==> src/rtl/tw_pkg.sv <==
package tw_pkg;
  localparam int SEL_W    = 3;
  localparam int PCNT_W   = (1 << SEL_W) + 1;
  localparam int CFG_SEL  = 0;
  localparam int CFG_OWN  = 3;
  localparam int CFG_HALT = 5;

  // Division ratio: 2^n for the watchdog, 2^(n+1) for the timer.
  function automatic logic [PCNT_W-1:0] ps_ratio(input logic [SEL_W-1:0] sel,
                                                 input logic to_wdt);
    logic [PCNT_W-1:0] r;
    int sh;
    sh = int'(sel) + (to_wdt ? 0 : 1);
    r = '0;
    r[sh] = 1'b1;
    return r;
  endfunction
endpackage

==> src/rtl/tw_prescaler.sv <==
module tw_prescaler
  import tw_pkg::*;
(
  input  logic             clk,
  input  logic             rst_n,
  input  logic             step,
  input  logic [SEL_W-1:0] sel,
  input  logic             to_wdt,
  input  logic             load_wr,
  input  logic             load_clr,
  output logic             expire
);
  logic [PCNT_W-1:0] cnt;
  logic [PCNT_W-1:0] ratio;

  assign ratio  = ps_ratio(sel, to_wdt);
  assign expire = step && !load_wr && !load_clr && (cnt == PCNT_W'(1));

  always_ff @(posedge clk) begin
    if (!rst_n)        cnt <= PCNT_W'(1);
    else if (load_wr)  cnt <= ratio - PCNT_W'(1);
    else if (load_clr) cnt <= ratio;
    else if (step)     cnt <= (cnt == PCNT_W'(1)) ? ratio : cnt - PCNT_W'(1);
  end


  prescale_hold_chk: assert property (@(posedge clk) disable iff (!rst_n)
    !step && !load_wr && !load_clr |=> $stable(cnt));
endmodule

==> src/rtl/tw_timer8.sv <==
module tw_timer8 #(
  parameter int TW = 8
) (
  input  logic          clk,
  input  logic          rst_n,
  input  logic          inc,
  input  logic          wr,
  input  logic [TW-1:0] wdata,
  input  logic          ovf_clr,
  output logic [TW-1:0] q,
  output logic          ovf,
  output logic          wrap
);
  assign wrap = inc && !wr && (q == {TW{1'b1}});

  always_ff @(posedge clk) begin
    if (!rst_n) begin
      q   <= '0;
      ovf <= 1'b0;
    end else begin
      if (wr)       q <= wdata;
      else if (inc) q <= q + TW'(1);
      if (wrap)         ovf <= 1'b1;
      else if (ovf_clr) ovf <= 1'b0;
    end
  end


  wrap_sets_flag_chk: assert property (@(posedge clk) disable iff (!rst_n)
    wrap |=> ovf && q == '0);

  flag_sticky_chk: assert property (@(posedge clk) disable iff (!rst_n)
    ovf && !ovf_clr |=> ovf);

  write_load_chk: assert property (@(posedge clk) disable iff (!rst_n)
    wr |=> q == $past(wdata));
endmodule

==> src/rtl/tw_watchdog.sv <==
module tw_watchdog #(
  parameter int LOAD = 18000,
  localparam int W   = $clog2(LOAD + 1)
) (
  input  logic clk,
  input  logic rst_n,
  input  logic dec,
  input  logic reload,
  input  logic clr_wdt,
  output logic timeout,
  output logic to_n
);
  logic [W-1:0] cnt;
  logic         expire;

  assign expire = dec && !reload && (cnt == W'(1));

  always_ff @(posedge clk) begin
    if (!rst_n) begin
      cnt     <= W'(LOAD);
      timeout <= 1'b0;
      to_n    <= 1'b1;
    end else begin
      timeout <= expire;
      if (reload || expire) cnt <= W'(LOAD);
      else if (dec)         cnt <= cnt - W'(1);
      if (clr_wdt)     to_n <= 1'b1;
      else if (expire) to_n <= 1'b0;
    end
  end


  expire_drops_flag_chk: assert property (@(posedge clk) disable iff (!rst_n)
    expire && !clr_wdt |=> !to_n && timeout);

  clear_sets_flag_chk: assert property (@(posedge clk) disable iff (!rst_n)
    clr_wdt |=> to_n);

  pulse_single_chk: assert property (@(posedge clk) disable iff (!rst_n)
    timeout |=> !timeout);
endmodule

==> src/rtl/tw_timer_wdt.sv <==
module tw_timer_wdt
  import tw_pkg::*;
#(
  parameter int WDT_LOAD = 18000,
  parameter int TW       = 8
) (
  input  logic          clk,
  input  logic          rst_n,
  input  logic          cyc_tick,
  input  logic [7:0]    cfg_byte,
  input  logic          tmr_wr,
  input  logic [TW-1:0] tmr_wdata,
  input  logic          clr_wdt,
  input  logic          ovf_clr,
  input  logic          gie,
  input  logic          tie,
  output logic [TW-1:0] tmr_val,
  output logic          ovf_flag,
  output logic          irq,
  output logic          wdt_timeout,
  output logic          to_n_flag
);
  logic own_wdt, halt, ps_step, ps_expire, tmr_inc, wdt_dec, wrap_evt;

  assign own_wdt = cfg_byte[CFG_OWN];
  assign halt    = cfg_byte[CFG_HALT];
  assign ps_step = cyc_tick && (own_wdt || !halt);
  assign tmr_inc = cyc_tick && !halt && (own_wdt || ps_expire);
  assign wdt_dec = cyc_tick && (!own_wdt || ps_expire);
  assign irq     = ovf_flag && gie && tie;

  tw_prescaler i_ps (
    .clk(clk), .rst_n(rst_n), .step(ps_step),
    .sel(cfg_byte[CFG_SEL +: SEL_W]), .to_wdt(own_wdt),
    .load_wr(tmr_wr && !own_wdt), .load_clr(clr_wdt && own_wdt),
    .expire(ps_expire)
  );

  tw_timer8 #(.TW(TW)) i_tmr (
    .clk(clk), .rst_n(rst_n), .inc(tmr_inc), .wr(tmr_wr), .wdata(tmr_wdata),
    .ovf_clr(ovf_clr), .q(tmr_val), .ovf(ovf_flag), .wrap(wrap_evt)
  );

  tw_watchdog #(.LOAD(WDT_LOAD)) i_wdt (
    .clk(clk), .rst_n(rst_n), .dec(wdt_dec), .reload(clr_wdt && own_wdt),
    .clr_wdt(clr_wdt), .timeout(wdt_timeout), .to_n(to_n_flag)
  );


  direct_count_chk: assert property (@(posedge clk) disable iff (!rst_n)
    own_wdt && cyc_tick && !halt && !tmr_wr |=> tmr_val == $past(tmr_val) + TW'(1));

  idle_timer_chk: assert property (@(posedge clk) disable iff (!rst_n)
    !cyc_tick && !tmr_wr |=> $stable(tmr_val));

  idle_wdt_chk: assert property (@(posedge clk) disable iff (!rst_n)
    !cyc_tick |=> !wdt_timeout);

  halt_hold_chk: assert property (@(posedge clk) disable iff (!rst_n)
    halt && !tmr_wr |=> $stable(tmr_val));
endmodule

==> config.mk <==
export PLATFORM = sky130hd
export DESIGN_NAME = tw_timer_wdt
export DESIGN_NICKNAME = d
export VERILOG_FILES = /design/src/rtl/tw_pkg.sv /design/src/rtl/tw_prescaler.sv /design/src/rtl/tw_timer8.sv /design/src/rtl/tw_watchdog.sv /design/src/rtl/tw_timer_wdt.sv
export SDC_FILE = /design/constraint.sdc
export NUM_CORES = 1
export LEC_CHECK = 0
export CORE_MARGIN = 2
export CORE_UTILIZATION = 54
export DETAILED_ROUTE_END_ITERATION = 10
export PLACE_DENSITY = 0.85
export SETUP_SLACK_MARGIN = 0.5
export SYNTH_ARGS = -nofsm -noshare
export SYNTH_HDL_FRONTEND = slang
export SYNTH_SLANG_ARGS = --single-unit
==> constraint.sdc <==
create_clock -name clk -period 4.18 [get_ports clk]
set_input_delay 0.836 -clock clk [delete_from_list [all_inputs] [get_ports clk]]
set_output_delay 0.836 -clock clk [all_outputs]
set_load 0.05 [all_outputs]
### Word-level counts from Yosys, hierarchy flattened

Cells that the tools add are included.

* register bits after elaboration: 35
* bits of input ports: 24
* logic and storage cells: 58
* output and inout port bits: 12

* muxes and demuxes: 11
* $lt $le $gt $ge: 2
* $add $sub $neg: 5
* reductions and logical operators: 30
* equality and inequality tests: 3
* bitwise logic cells: 1

Operator list (count)
* $mux W9: 4
* $add A4 B32 Y32: 1
* $ge A32 B1 Y1 const B: 1
* $lt A32 B6 Y1 const B: 1
* $sub A9 B1 Y9 const B: 2
* $logic_and A1 B1 Y1: 16
* $mux W8: 2
* $eq A15 B1 Y1 const B: 1
* $sub A15 B1 Y15 const B: 1
* $eq A9 B1 Y1 const B: 1
* $add A8 B1 Y8 const B: 1
* $eq A8 B8 Y1 const B: 1
* $logic_not A1 Y1: 5
* $demux W1 S4: 1
* $logic_or A1 B1 Y1: 4
* $mux W1: 4
* $reduce_bool A2 Y1: 2
* $reduce_or A2 Y1: 2
* $reduce_bool A3 Y1: 1
* $not A1 Y1: 1

### Longest topological paths before layout

Gate-level depths: netlist of run 1.

* word-level depth: 12
* mapped depth: 13
* gate-level depth less buffers: 12

### Hierarchy

A second synthesis of run 1 with hierarchy kept.

* cell total of the unflattened synthesis: 298
* area total of the unflattened synthesis: 2466.1 um2

Modules (own cells, without submodules)
* tw_prescaler: times used 1, area each 1078.5 um2, sequential area each 180.2 um2, cells an instance 144
* tw_watchdog: times used 1, area each 838.3 um2, sequential area each 340.3 um2, cells an instance 90
* tw_timer8: times used 1, area each 491.7 um2, sequential area each 180.2 um2, cells an instance 56
* tw_timer_wdt: times used 1, area each 57.6 um2, sequential area each 0.0 um2, cells an instance 8

### Least setup slack after synthesis of run 1

OpenSTA, ideal clock, no wires.

* kind: input port to flip-flop
* from: in cfg_byte[3]
* to: reg i_ps.cnt[8]
* path buffers: 1
* library setup time: 0.070 ns
* stages on the path: 13
* required time: 4.110 ns
* data arrival time: 3.108 ns
* slack: 1.002 ns
* path through: inv_1 -> ha_1 -> ha_1 -> or2_2 -> o21ai_1 -> nand2_1 -> ha_1 -> clkbuf_1 -> nor2b_1 -> a32oi_1 -> xor2_1 -> a21oi_1 -> a21oi_1

* word-level cells in the longest chain between the ends: 10
* elaborated cells between the ends (all ways): 18
* classes of those cells: add/sub (2); order compare (2); mux (7); reduce/logical (7)

Ends and longest elaborated chain
* start, declared: line tw_timer_wdt.sv:10 `input logic [7:0] cfg_byte,`
* parallel branches: the longest is 10 deep, another holds $add A4 B32 Y32
* end signal, assigned: line tw_prescaler.sv:21 `else if (load_wr) cnt <= ratio - PCNT_W'(1);`
* end signal, assigned: line tw_prescaler.sv:22 `else if (load_clr) cnt <= ratio;`
* end signal, assigned: line tw_prescaler.sv:23 `else if (step) cnt <= (cnt == PCNT_W'(1)) ? ratio : cnt - PCNT_W'(1);`
* end, declared: line tw_prescaler.sv:13 `logic [PCNT_W-1:0] cnt;`

Several ways; the timed one is not identified. The select of a mux whose other input is x is not followed.
A chain may end at the register's enable or synchronous reset.

### Final worst setup path of run 1

Ends and elaborated chain as after synthesis.

==> results of run 1 <==
[power by group through the flow]
stage	Combinational [uW]	Sequential, uW	Clock, uW
2_1_floorplan	185	403	0
3_3_place_gp	256	388	0
3_5_place_dp	262	390	0
4_1_cts	267	383	301
5_1_grt	296	386	312
6_report	270	383	296
[stage by stage]
stage	total power, uW	utilization (%)	hold slack, ns
floorplan	588	-	0.451
global placement	643	64.9	0.453
detailed placement	652	64.9	0.484
CTS	951	67.4	0.502
global route	995	67.5	0.519
finish	950	67.5	0.493
[cell families (layout without fill, tap and decap cells)]
group	count (synthesis)	after routing	synth area share, %
simple gates	118	118	28.5
buf+inv	25	53	5.16
xor+xnor	27	27	10.5
flops	35	35	31.0
compound gates	61	61	19.5
mux	2	2	0.887
fa+ha+maj	8	8	4.43
[worst min-delay path: cells and delay by family, from the launching register on]
| family | cells | cell delay [ns] |
|---|---|---|
| compound gates | 1 | 0.06 |
| flops | 1 | 0.32 |
| simple gates | 1 | 0.07 |
[area by class of cell]
| type | instances | area, um2 |
|---|---|---|
| Multi-Input combinational cell | 216 | 1440 |
| Fill cell | 341 | 1300 |
| Sequential cell | 35 | 701 |
| Timing Repair Buffer | 37 | 358 |
| Clock buffer | 6 | 72.6 |
| Tap cell | 50 | 62.6 |
| Inverter | 9 | 33.8 |
| Clock inverter | 1 | 30.0 |
[registers in the layout (all words and copies together), names as in the netlist]
| register | count |
|---|---|
| i_wdt.cnt | 15 |
| i_ps.cnt | 9 |
| i_wdt.timeout | 1 |
| i_wdt.to_n | 1 |
| i_tmr.q | 8 |
| i_tmr.ovf | 1 |
[routing by layer]
layer	share of wire, %	up-vias	global-route usage (%)
met3	6.4	11	4.06
met5	0	-	0
met1	43	974	29.6
met2	48	79	43.3
li1	-	1060	-
met4	1.9	0	10.5
[placed cells by master, fill, tap and decap left out, drive strengths merged, types with 8 or more instances in the layout]
cell | synthesis | layout
xor2 | 19 | 19
nand4 | 19 | 19
o21ai | 15 | 15
dfxtp | 35 | 35
a21oi | 14 | 14
nand2 | 22 | 22
nand3 | 9 | 9
ha | 8 | 8
nor2 | 24 | 24
clkdlybuf4s50 | 0 | 32
xnor2 | 8 | 8
inv | 9 | 9
[worst paths after layout]
check,from,end,cells past startpoint
min reg2reg,i_tmr.ovf$_SDFFE_PN0P_,i_tmr.ovf$_SDFFE_PN0P_,2
min,i_tmr.ovf$_SDFFE_PN0P_,i_tmr.ovf$_SDFFE_PN0P_,2
max reg2reg,i_ps.cnt[0]$_SDFFE_PN1P_,i_ps.cnt[2]$_SDFFE_PN0P_,6
max,cfg_byte[3],i_ps.cnt[8]$_SDFFE_PN0P_,13
==> metrics.cfg, run 1 <==
[synthesis]
synth.area.top_cells=dfxtp_1 (31%), xor2_1 (7.4%), nand4_1 (5.3%), ha_1 (4.4%), nor2_1 (4.0%)
synth_seq_area_share_pct=31.0
yosysWarnings=0
synth_top_cell_by_area=dfxtp_1
ys_ff_latch=35
synthMostInstantiatedCell=dfxtp_1
synth_common_cells=dfxtp_1 (35), nor2_1 (24), nand2_1 (22)
syn-cell-area_mm2=0.00226
synth-edff-count=0
yosysTopAreaCellShare_pct=31.0
ys.flop_type=dfxtp_1
synth_cells=276
synth_fp_nets=308
async_flop_share_pct=0
avgSynthCellArea_um2=8.18
synth_cell_types=58

[power_and_ir_drop]
ir_worst_vdd_uv=223
seqPwrFrac_pct=40.4
power_frac_comb_pct=28.5
p_int_uw=642
powerDensity_mw_per_mm2=352
leakage_uw=0.00101
power_switching_share_pct=32.4
clock_power_share_pct=31.2
power_switching_uw=308

[floorplan]
start_util_pct=56.4
core_area_mm2=0.00400
ios=36
die_area_mm2=0.00471
die_h_um=68.7
die-width_um=68.7
rows=23

[routing]
vias_per_cell=6.00
wl_per_cell_um=15.2
drt_first_pass_iters=4
vias=2124
drc_errors=0
wirelength_um=5380
initialDrtViolationCount=159
ant_nets=0

[global_route]
grt_pass1_wl_um=8850
grt_overflow_total=0
antenna_found_initial=0
grt_use_total_pct=24.7
grt_start_max_net_pins=25
grt_pass1_vias=2055

[worst_setup_path]
startpoint_type=input port
crit_chain=clkdlybuf4s50_1, inv_1, ha_1, ha_1, or2_2, o21ai_1, nand2_1, ha_1, nor2b_1, a32oi_1, xor2_1, a21oi_1, a21oi_1
path_class=in2reg
slowest_delay_ns=0.47
cp.required_ns=4.40
crit_top_cell=ha_1
end_kind=flip-flop
critPathTopFamily=adder cells
r2r_slack_ns=1.65
critical_path_buf_inv_count=2
crit_path_max_fanout=10
cp.arrival_ns=3.73
cpMaxStageDelayCell=clkdlybuf4s50_1

[sta]
rsz0062_at_grt=no
setup_tns_ns=0
worst-slew-pin-transition_ns=0.865
slew_headroom_pct=42.2
fin_worst_skew_ns=0.00459
fin_crit_ns=3.51
worst_slack_ns=0.666
setup_violations=0
maxSlewViolCount=0
finalCritPeriodShare_pct=84.1
hold_viol=0
fmax_ghz=0.285

[finish]
antennaDiodeCount=0
final_cells=354
areaGrowthSynthToFinish_pct=19.6
final_layout_size_suffix_gt1_share_pct=7.24
layout.nets=336
final_area_mm2=0.00270

[job]
max-cap-violations=0

[placed_design]
dp_slack_ns=0.422
gp_congestion=0.904
dpl.hpwl_um=3770
io_buffers=32
placed_area_mm2=0.00259
dp.cells=347

[clock_network]
clock-root-buffer=clkbuf_8
clk_pin_slew_ns=0.07
cts_tree=yes
numCtsBuffers=5
cts_max_path_buffers=2
h-tree-depth=2
cts_resized=0
numClockSinks=35
post-cts-setup-buffers=0
clk_latency_ns=0.29
cts-hold-fix-buffers=0

[status]
status=finished, final reports clean

[min_path]
hp-class=reg2reg

(Power assumes the default switching activity.)
==> run 2, diff against run 1 <==
--- a/config.mk
+++ b/config.mk
@@ -6,9 +6,9 @@
 export NUM_CORES = 1
 export LEC_CHECK = 0
 export CORE_MARGIN = 2
-export CORE_UTILIZATION = 54
+export CORE_UTILIZATION = 48
 export DETAILED_ROUTE_END_ITERATION = 10
-export PLACE_DENSITY = 0.85
+export PLACE_DENSITY = 0.81
 export SETUP_SLACK_MARGIN = 0.5
 export SYNTH_ARGS = -nofsm -noshare
 export SYNTH_HDL_FRONTEND = slang
==> constraint.sdc (replaced) <==
create_clock -name clk -period 3.22 [get_ports clk]
set_input_delay 0.644 -clock clk [delete_from_list [all_inputs] [get_ports clk]]
set_output_delay 0.644 -clock clk [all_outputs]
set_load 0.05 [all_outputs]
==> run 2 against run 1 <==
Global-route usage is 2.6 points lower; die area is 12% higher; combinational power is 42% higher; register-to-register slack worse by 0.97 ns; sequential share of layout area is 1.5 points lower; first-iteration DRC count is 16% lower; utilization is 2.9 points lower; critical path type unchanged; largest cell class unchanged; highest routed layer unchanged.
==> metrics.cfg, run 2 (same netlist as run 1, synthesis figures left out) <==
[status]
status=finished, final reports clean

[global_route]
grt_util_met2_pct=37.2
grt_pass1_vias=2091
grt_start_max_net_pins=19
grt-busiest-layer=met2
grt_use_total_pct=22.1
antenna_found_initial=0
grt_overflow_total=0
grt_pass1_wl_um=9360
grtUsageMet1_pct=28.3
gr-usage-met3_pct=5.11

[power_and_ir_drop]
power_switching_share_pct=33.1
powerDensity_mw_per_mm2=428
power_switching_uw=408
seqPwrFrac_pct=40.3
ir_worst_vdd_uv=203
power_frac_comb_pct=31.1
clock_power_share_pct=28.6
p_int_uw=823
leakage_uw=0.00110

[finish]
antennaDiodeCount=0
top_register=i_wdt.cnt
final_layout_size_suffix_gt1_share_pct=14.8
layout_common_cells=dfxtp_1 (35), clkdlybuf4s50_1 (30), nor2_1 (23)
areaGrowthSynthToFinish_pct=27.2
layout.nets=348
top_regs=i_wdt.cnt x15, i_ps.cnt x9, i_tmr.q x8
largest_reg_flops=15
layout_commonest_cell=dfxtp_1

[sta]
worst-slew-pin-transition_ns=0.679
fmax_ghz=0.380
fin_crit_ns=2.63
finalCritPeriodShare_pct=81.8
rsz0062_at_grt=no
worst_slack_ns=0.586
slew_headroom_pct=54.6
maxSlewViolCount=0
setup_tns_ns=0
hold_viol=0
fin_worst_skew_ns=0.00497
setup_violations=0

[worst_setup_path]
critical_path_buf_inv_count=2
rr_worst_depth=6
r2r_slack_ns=0.68
crit_top_cell=ha_4
cp.required_ns=3.44
slowest_delay_ns=0.50
end_kind=flip-flop
cp.arrival_ns=2.85
r2r_start=i_ps.cnt[0]$_SDFFE_PN1P_
path_class=in2reg
crit_start=cfg_byte[0]
r2r-end=i_wdt.cnt[0]$_SDFFE_PP0P_
crit_path_max_fanout=5
startpoint_type=input port
critPathTopFamily=compound AO/OA/AOI/OAI gates
cpMaxStageDelayCell=clkdlybuf4s50_1
crit_chain=clkdlybuf4s50_1, ha_4, ha_4, buf_4, nand2_2, o21ai_4, nand2_2, ha_4, nor2b_1, a32oi_2, xor2_1, a21oi_1, a21oi_1

[placed_design]
dp_slack_ns=0.0266
gp_congestion=0.944
io_buffers=32
dpl.hpwl_um=3780

[floorplan]
rows=24
core_area_mm2=0.00444
ios=36
die_h_um=72.6
die_area_mm2=0.00527
start_util_pct=50.8
die-width_um=72.6

[job]
max-cap-violations=0

[routing]
wirelength_um=5510
wl_per_cell_um=14.9
initialDrtViolationCount=133
vias=2194
vias_per_cell=5.95
drc_errors=0
ant_nets=0
drt_first_pass_iters=4

[clock_network]
clk_latency_ns=0.29
h-tree-depth=2
cts_max_path_buffers=2
clk_pin_slew_ns=0.07
numCtsBuffers=5
cts_tree=yes
cts-hold-fix-buffers=0
numClockSinks=35
clock-root-buffer=clkbuf_8

[min_path]
hp-class=reg2reg
hold_path_depth=2
hold_end=i_wdt.to_n$_SDFFE_PP1P_
hp-start=i_wdt.to_n$_SDFFE_PP1P_

==> run 2: changes by cell type in the layout (fill, tap and decap cells not counted), sizes merged <==
| cell | before | now |
|---|---|---|
| clkinvlp | 0 | 1 |
| dlymetal6s2s | 0 | 2 |
| buf | 5 | 17 |
| clkbuf | 6 | 7 |
| bufinv | 1 | 0 |
| clkdlybuf4s50 | 32 | 30 |
==> run 2: what timing repair did <==
item	in CTS	in global routing
buffers inserted	3	1
gates cloned	0	0
pin swaps	7	7
endpoints found under the setup margin	4	5
resized for setup	8	7
==> run 2: worst reg2reg max path, cell delays in order (launching register included) <==
cell	delay, ns
dfxtp_1	0.44
ha_1	0.18
or4b_1	0.60
o31ai_4	0.54
nand4_1	0.31
nand3_2	0.28
nor2_1	0.08
==> run 2: how the worst max path moves through the flow <==
| stage | endpoint | slack, ns | depth (start not counted) |
|---|---|---|---|
| 2_1_floorplan | i_ps.cnt[8]$_SDFFE_PN0P_ | 0.50 | 13 |
| 3_3_place_gp | i_ps.cnt[8]$_SDFFE_PN0P_ | 0.09 | 13 |
| 3_5_place_dp | i_ps.cnt[8]$_SDFFE_PN0P_ | 0.03 | 13 |
| 4_1_cts | i_ps.cnt[8]$_SDFFE_PN0P_ | 0.51 | 13 |
| 5_1_grt | i_ps.cnt[8]$_SDFFE_PN0P_ | 0.50 | 13 |
| 6_report | i_ps.cnt[8]$_SDFFE_PN0P_ | 0.59 | 13 |
==> run 2: power by group through the flow <==
stage          Combinational (uW)  Sequential, uW  Clock, uW
2_1_floorplan                 245             523          0
3_3_place_gp                  349             504          0
3_5_place_dp                  355             505          0
4_1_cts                       368             496        359
5_1_grt                       416             500        377
6_report                      383             496        352
==> run 2: layout make-up <==
class / instances / area, um2
Multi-Input combinational cell: 216 / 1520
Sequential cell: 35 / 701
Fill cell: 372 / 1570
Tap cell: 52 / 65.1
Clock inverter: 1 / 7.51
Inverter: 9 / 33.8
Timing Repair Buffer: 49 / 453
Clock buffer: 7 / 96.3
==> run 2: per-layer routing <==
metal | share of wire [%] | vias up
met3 | 6.1 | 9
met4 | 1.3 | 0
met5 | 0 | -
li1 | - | 1084
met2 | 48 | 72
met1 | 45 | 1029
==> run 2: through the flow <==
stage | hold WS [ns] | utilization, % | power (uW) | cell area (um2) | std cells
6_report | 0.485 | 64.6 | 1230 | 2870 | 369
5_1_grt | 0.522 | 64.6 | 1290 | 2870 | 369
4_1_cts | 0.487 | 63.9 | 1220 | 2840 | 368
3_5_place_dp | 0.471 | 60.2 | 860 | 2680 | 357
3_3_place_gp | 0.457 | 60.2 | 853 | 2680 | 357
2_1_floorplan | 0.451 | - | 768 | 2280 | 276
==> run 3, diff against run 2 <==
==> constraint.sdc (replaced) <==
create_clock -name clk -period 2.25 [get_ports clk]
set_input_delay 0.45 -clock clk [delete_from_list [all_inputs] [get_ports clk]]
set_output_delay 0.45 -clock clk [all_outputs]
set_load 0.05 [all_outputs]
==> run 3 against run 2 <==
Clock skew rose by 0.0096 ns; combinational power grew 110%; cell area is 19% higher; count of clock-buffer cells in the layout is 2 lower; via count grew 17%; cell count grew 11%; register-to-register slack got worse by 0.50 ns.
==> metrics.cfg, run 3 (same netlist as run 1, synthesis figures left out) <==
[status]
status=finished, final reports clean

[placed_design]
dp_slack_ns=-0.636
gp_congestion=0.891
dpl.hpwl_um=4370
dp.cells=374
io_buffers=32
placed_area_mm2=0.00289

[clock_network]
clock-root-buffer=clkbuf_8
numCtsBuffers=5
cts-hold-fix-buffers=0
cts_tree=yes
cts_max_path_buffers=2
numClockSinks=35
clk_pin_slew_ns=0.09
clk_latency_ns=0.30
h-tree-depth=2

[finish]
final_core_util_pct=77.0
antennaDiodeCount=0
layout_common_cells=buf_4 (45), dfxtp_1 (32), nand4_1 (19), xor2_1 (19)
final_cells=408
final_area_mm2=0.00342
layout_commonest_cell=buf_4
nFillCells=264
top_regs=i_wdt.cnt x15, i_ps.cnt x9, i_tmr.q x8
top_register=i_wdt.cnt
layout.nets=387
final_layout_size_suffix_gt1_share_pct=35.1
largest_reg_flops=15
areaGrowthSynthToFinish_pct=51.6

[floorplan]
die_h_um=72.6
start_util_pct=50.8
die-width_um=72.6
core_area_mm2=0.00444
rows=24
die_area_mm2=0.00527
ios=36

[worst_setup_path]
slowest_delay_ns=0.52
crit_path_max_fanout=4
cp.arrival_ns=2.22
crit_chain=inv_2, ha_4, or4b_4, o31ai_4, nand4_1, buf_6, nand2_2, nand3b_1
path_class=reg2reg
startpoint_type=flip-flop
r2r_start=i_ps.cnt[1]$_SDFFE_PN0P_
cpMaxStageDelayCell=or4b_4
crit_start=i_ps.cnt[1]$_SDFFE_PN0P_
end_kind=flip-flop
rr_worst_depth=8
cp.required_ns=2.40

[sta]
worst_slack_ns=0.183
fin_worst_skew_ns=0.0146
worst-slew-pin-transition_ns=0.521
slew_headroom_pct=65.1
maxSlewViolCount=0
hold_viol=0
rsz0062_at_grt=yes
fin_crit_ns=2.07
fmax_ghz=0.484
setup_violations=0
finalCritPeriodShare_pct=91.8
timing.hold.ws_ns=0.512

[global_route]
antenna_found_initial=0
grt_use_total_pct=26.6
grt_overflow_total=0
grt_pass1_vias=2376
grt_pass1_wl_um=11100
grt_start_max_net_pins=22

[power_and_ir_drop]
powerDensity_mw_per_mm2=618
clock_power_share_pct=27.6
seqPwrFrac_pct=33.7
p_int_uw=1390
power_switching_share_pct=34.5
power_frac_comb_pct=38.7
power_switching_uw=728
ir_worst_vdd_uv=464
leakage_uw=0.00137

[routing]
initialDrtViolationCount=287
drt_first_pass_iters=7
wirelength_um=7530
vias_per_cell=6.30
ant_nets=0
drc_errors=0
vias=2572
wl_per_cell_um=18.5

[min_path]
hp-class=reg2reg
hold_path_depth=2
hp-start=i_wdt.cnt[9]$_SDFFE_PP1P_

[job]
max-cap-violations=0

[run 3: cell count changes in the layout (fill, tap and decap cells not counted), sizes merged]
cell	delta
buf	+40
clkdlybuf4s50	-14
dlygate4sd2	+13
clkbuf	-2
clkinv	+2
dlymetal6s2s	-2
bufinv	+1
inv	-1
nand3	+1
o21ai	+1
[run 3: worst max-delay path, delay by kind of cell (launching register included)]
kind,cells,cell delay [ns]
buffers and inverters,2,0.25
adder cells (fa/ha/maj),1,0.12
AND/OR/NAND/NOR,4,0.89
AO/OA/AOI/OAI,1,0.33
flip-flops,1,0.34
[run 3: worst paths after layout]
| kind | slack, ns | end |
|---|---|---|
| setup / recovery | 0.18 | i_wdt.to_n$_SDFFE_PP1P_ |
| hold / removal | 0.51 | i_wdt.cnt[9]$_SDFFE_PP1P_ |
| setup reg to reg | 0.18 | i_wdt.to_n$_SDFFE_PP1P_ |
| hold reg to reg | 0.51 | i_wdt.cnt[9]$_SDFFE_PP1P_ |
[run 3: power by group through the flow]
stage                     sequential, uW  combinational [uW]  clock, uW
final                                713                 817        584
after global routing                 717                 863        611
after CTS                            708                 711        582
after detailed placement             724                 576          0
after global placement               723                 560          0
after floorplan                      751                 384          0
[run 3: final cells by class]
type                    instances  area [um2]  area share, %
multi-input cells             218        1740           50.8
repair buffers                 86         762           22.3
flip-flops and latches         35         707           20.7
clock buffers                   5        68.8           2.01
well taps                      52        65.1           1.90
clock inverters                 3        43.8           1.28
inverters                       9        37.5           1.10
[run 3: repair_timing]
action,4_1_cts,5_1_grt
hold endpoints to repair,0,0
resized for setup,50,30
setup buffers,20,4
pin swaps,25,33
endpoints found under the setup margin,45,36
gates cloned,2,0
[run 3: metrics by stage]
step                total power, uW  TNS (ns)
finish                         2110         0
global route                   2190         0
CTS                            2000         0
detailed placement             1300     -3.74
global placement               1280     -3.26
floorplan                      1130    -0.286
[run 3: per-layer routing]
layer	vias to the layer above	routed length, um	global-route usage [%]
met1	1211	3030	33.3
met2	161	3700	45.8
met5	-	0	0
met3	25	618	5.94
li1	1175	-	-
met4	0	184	8.02
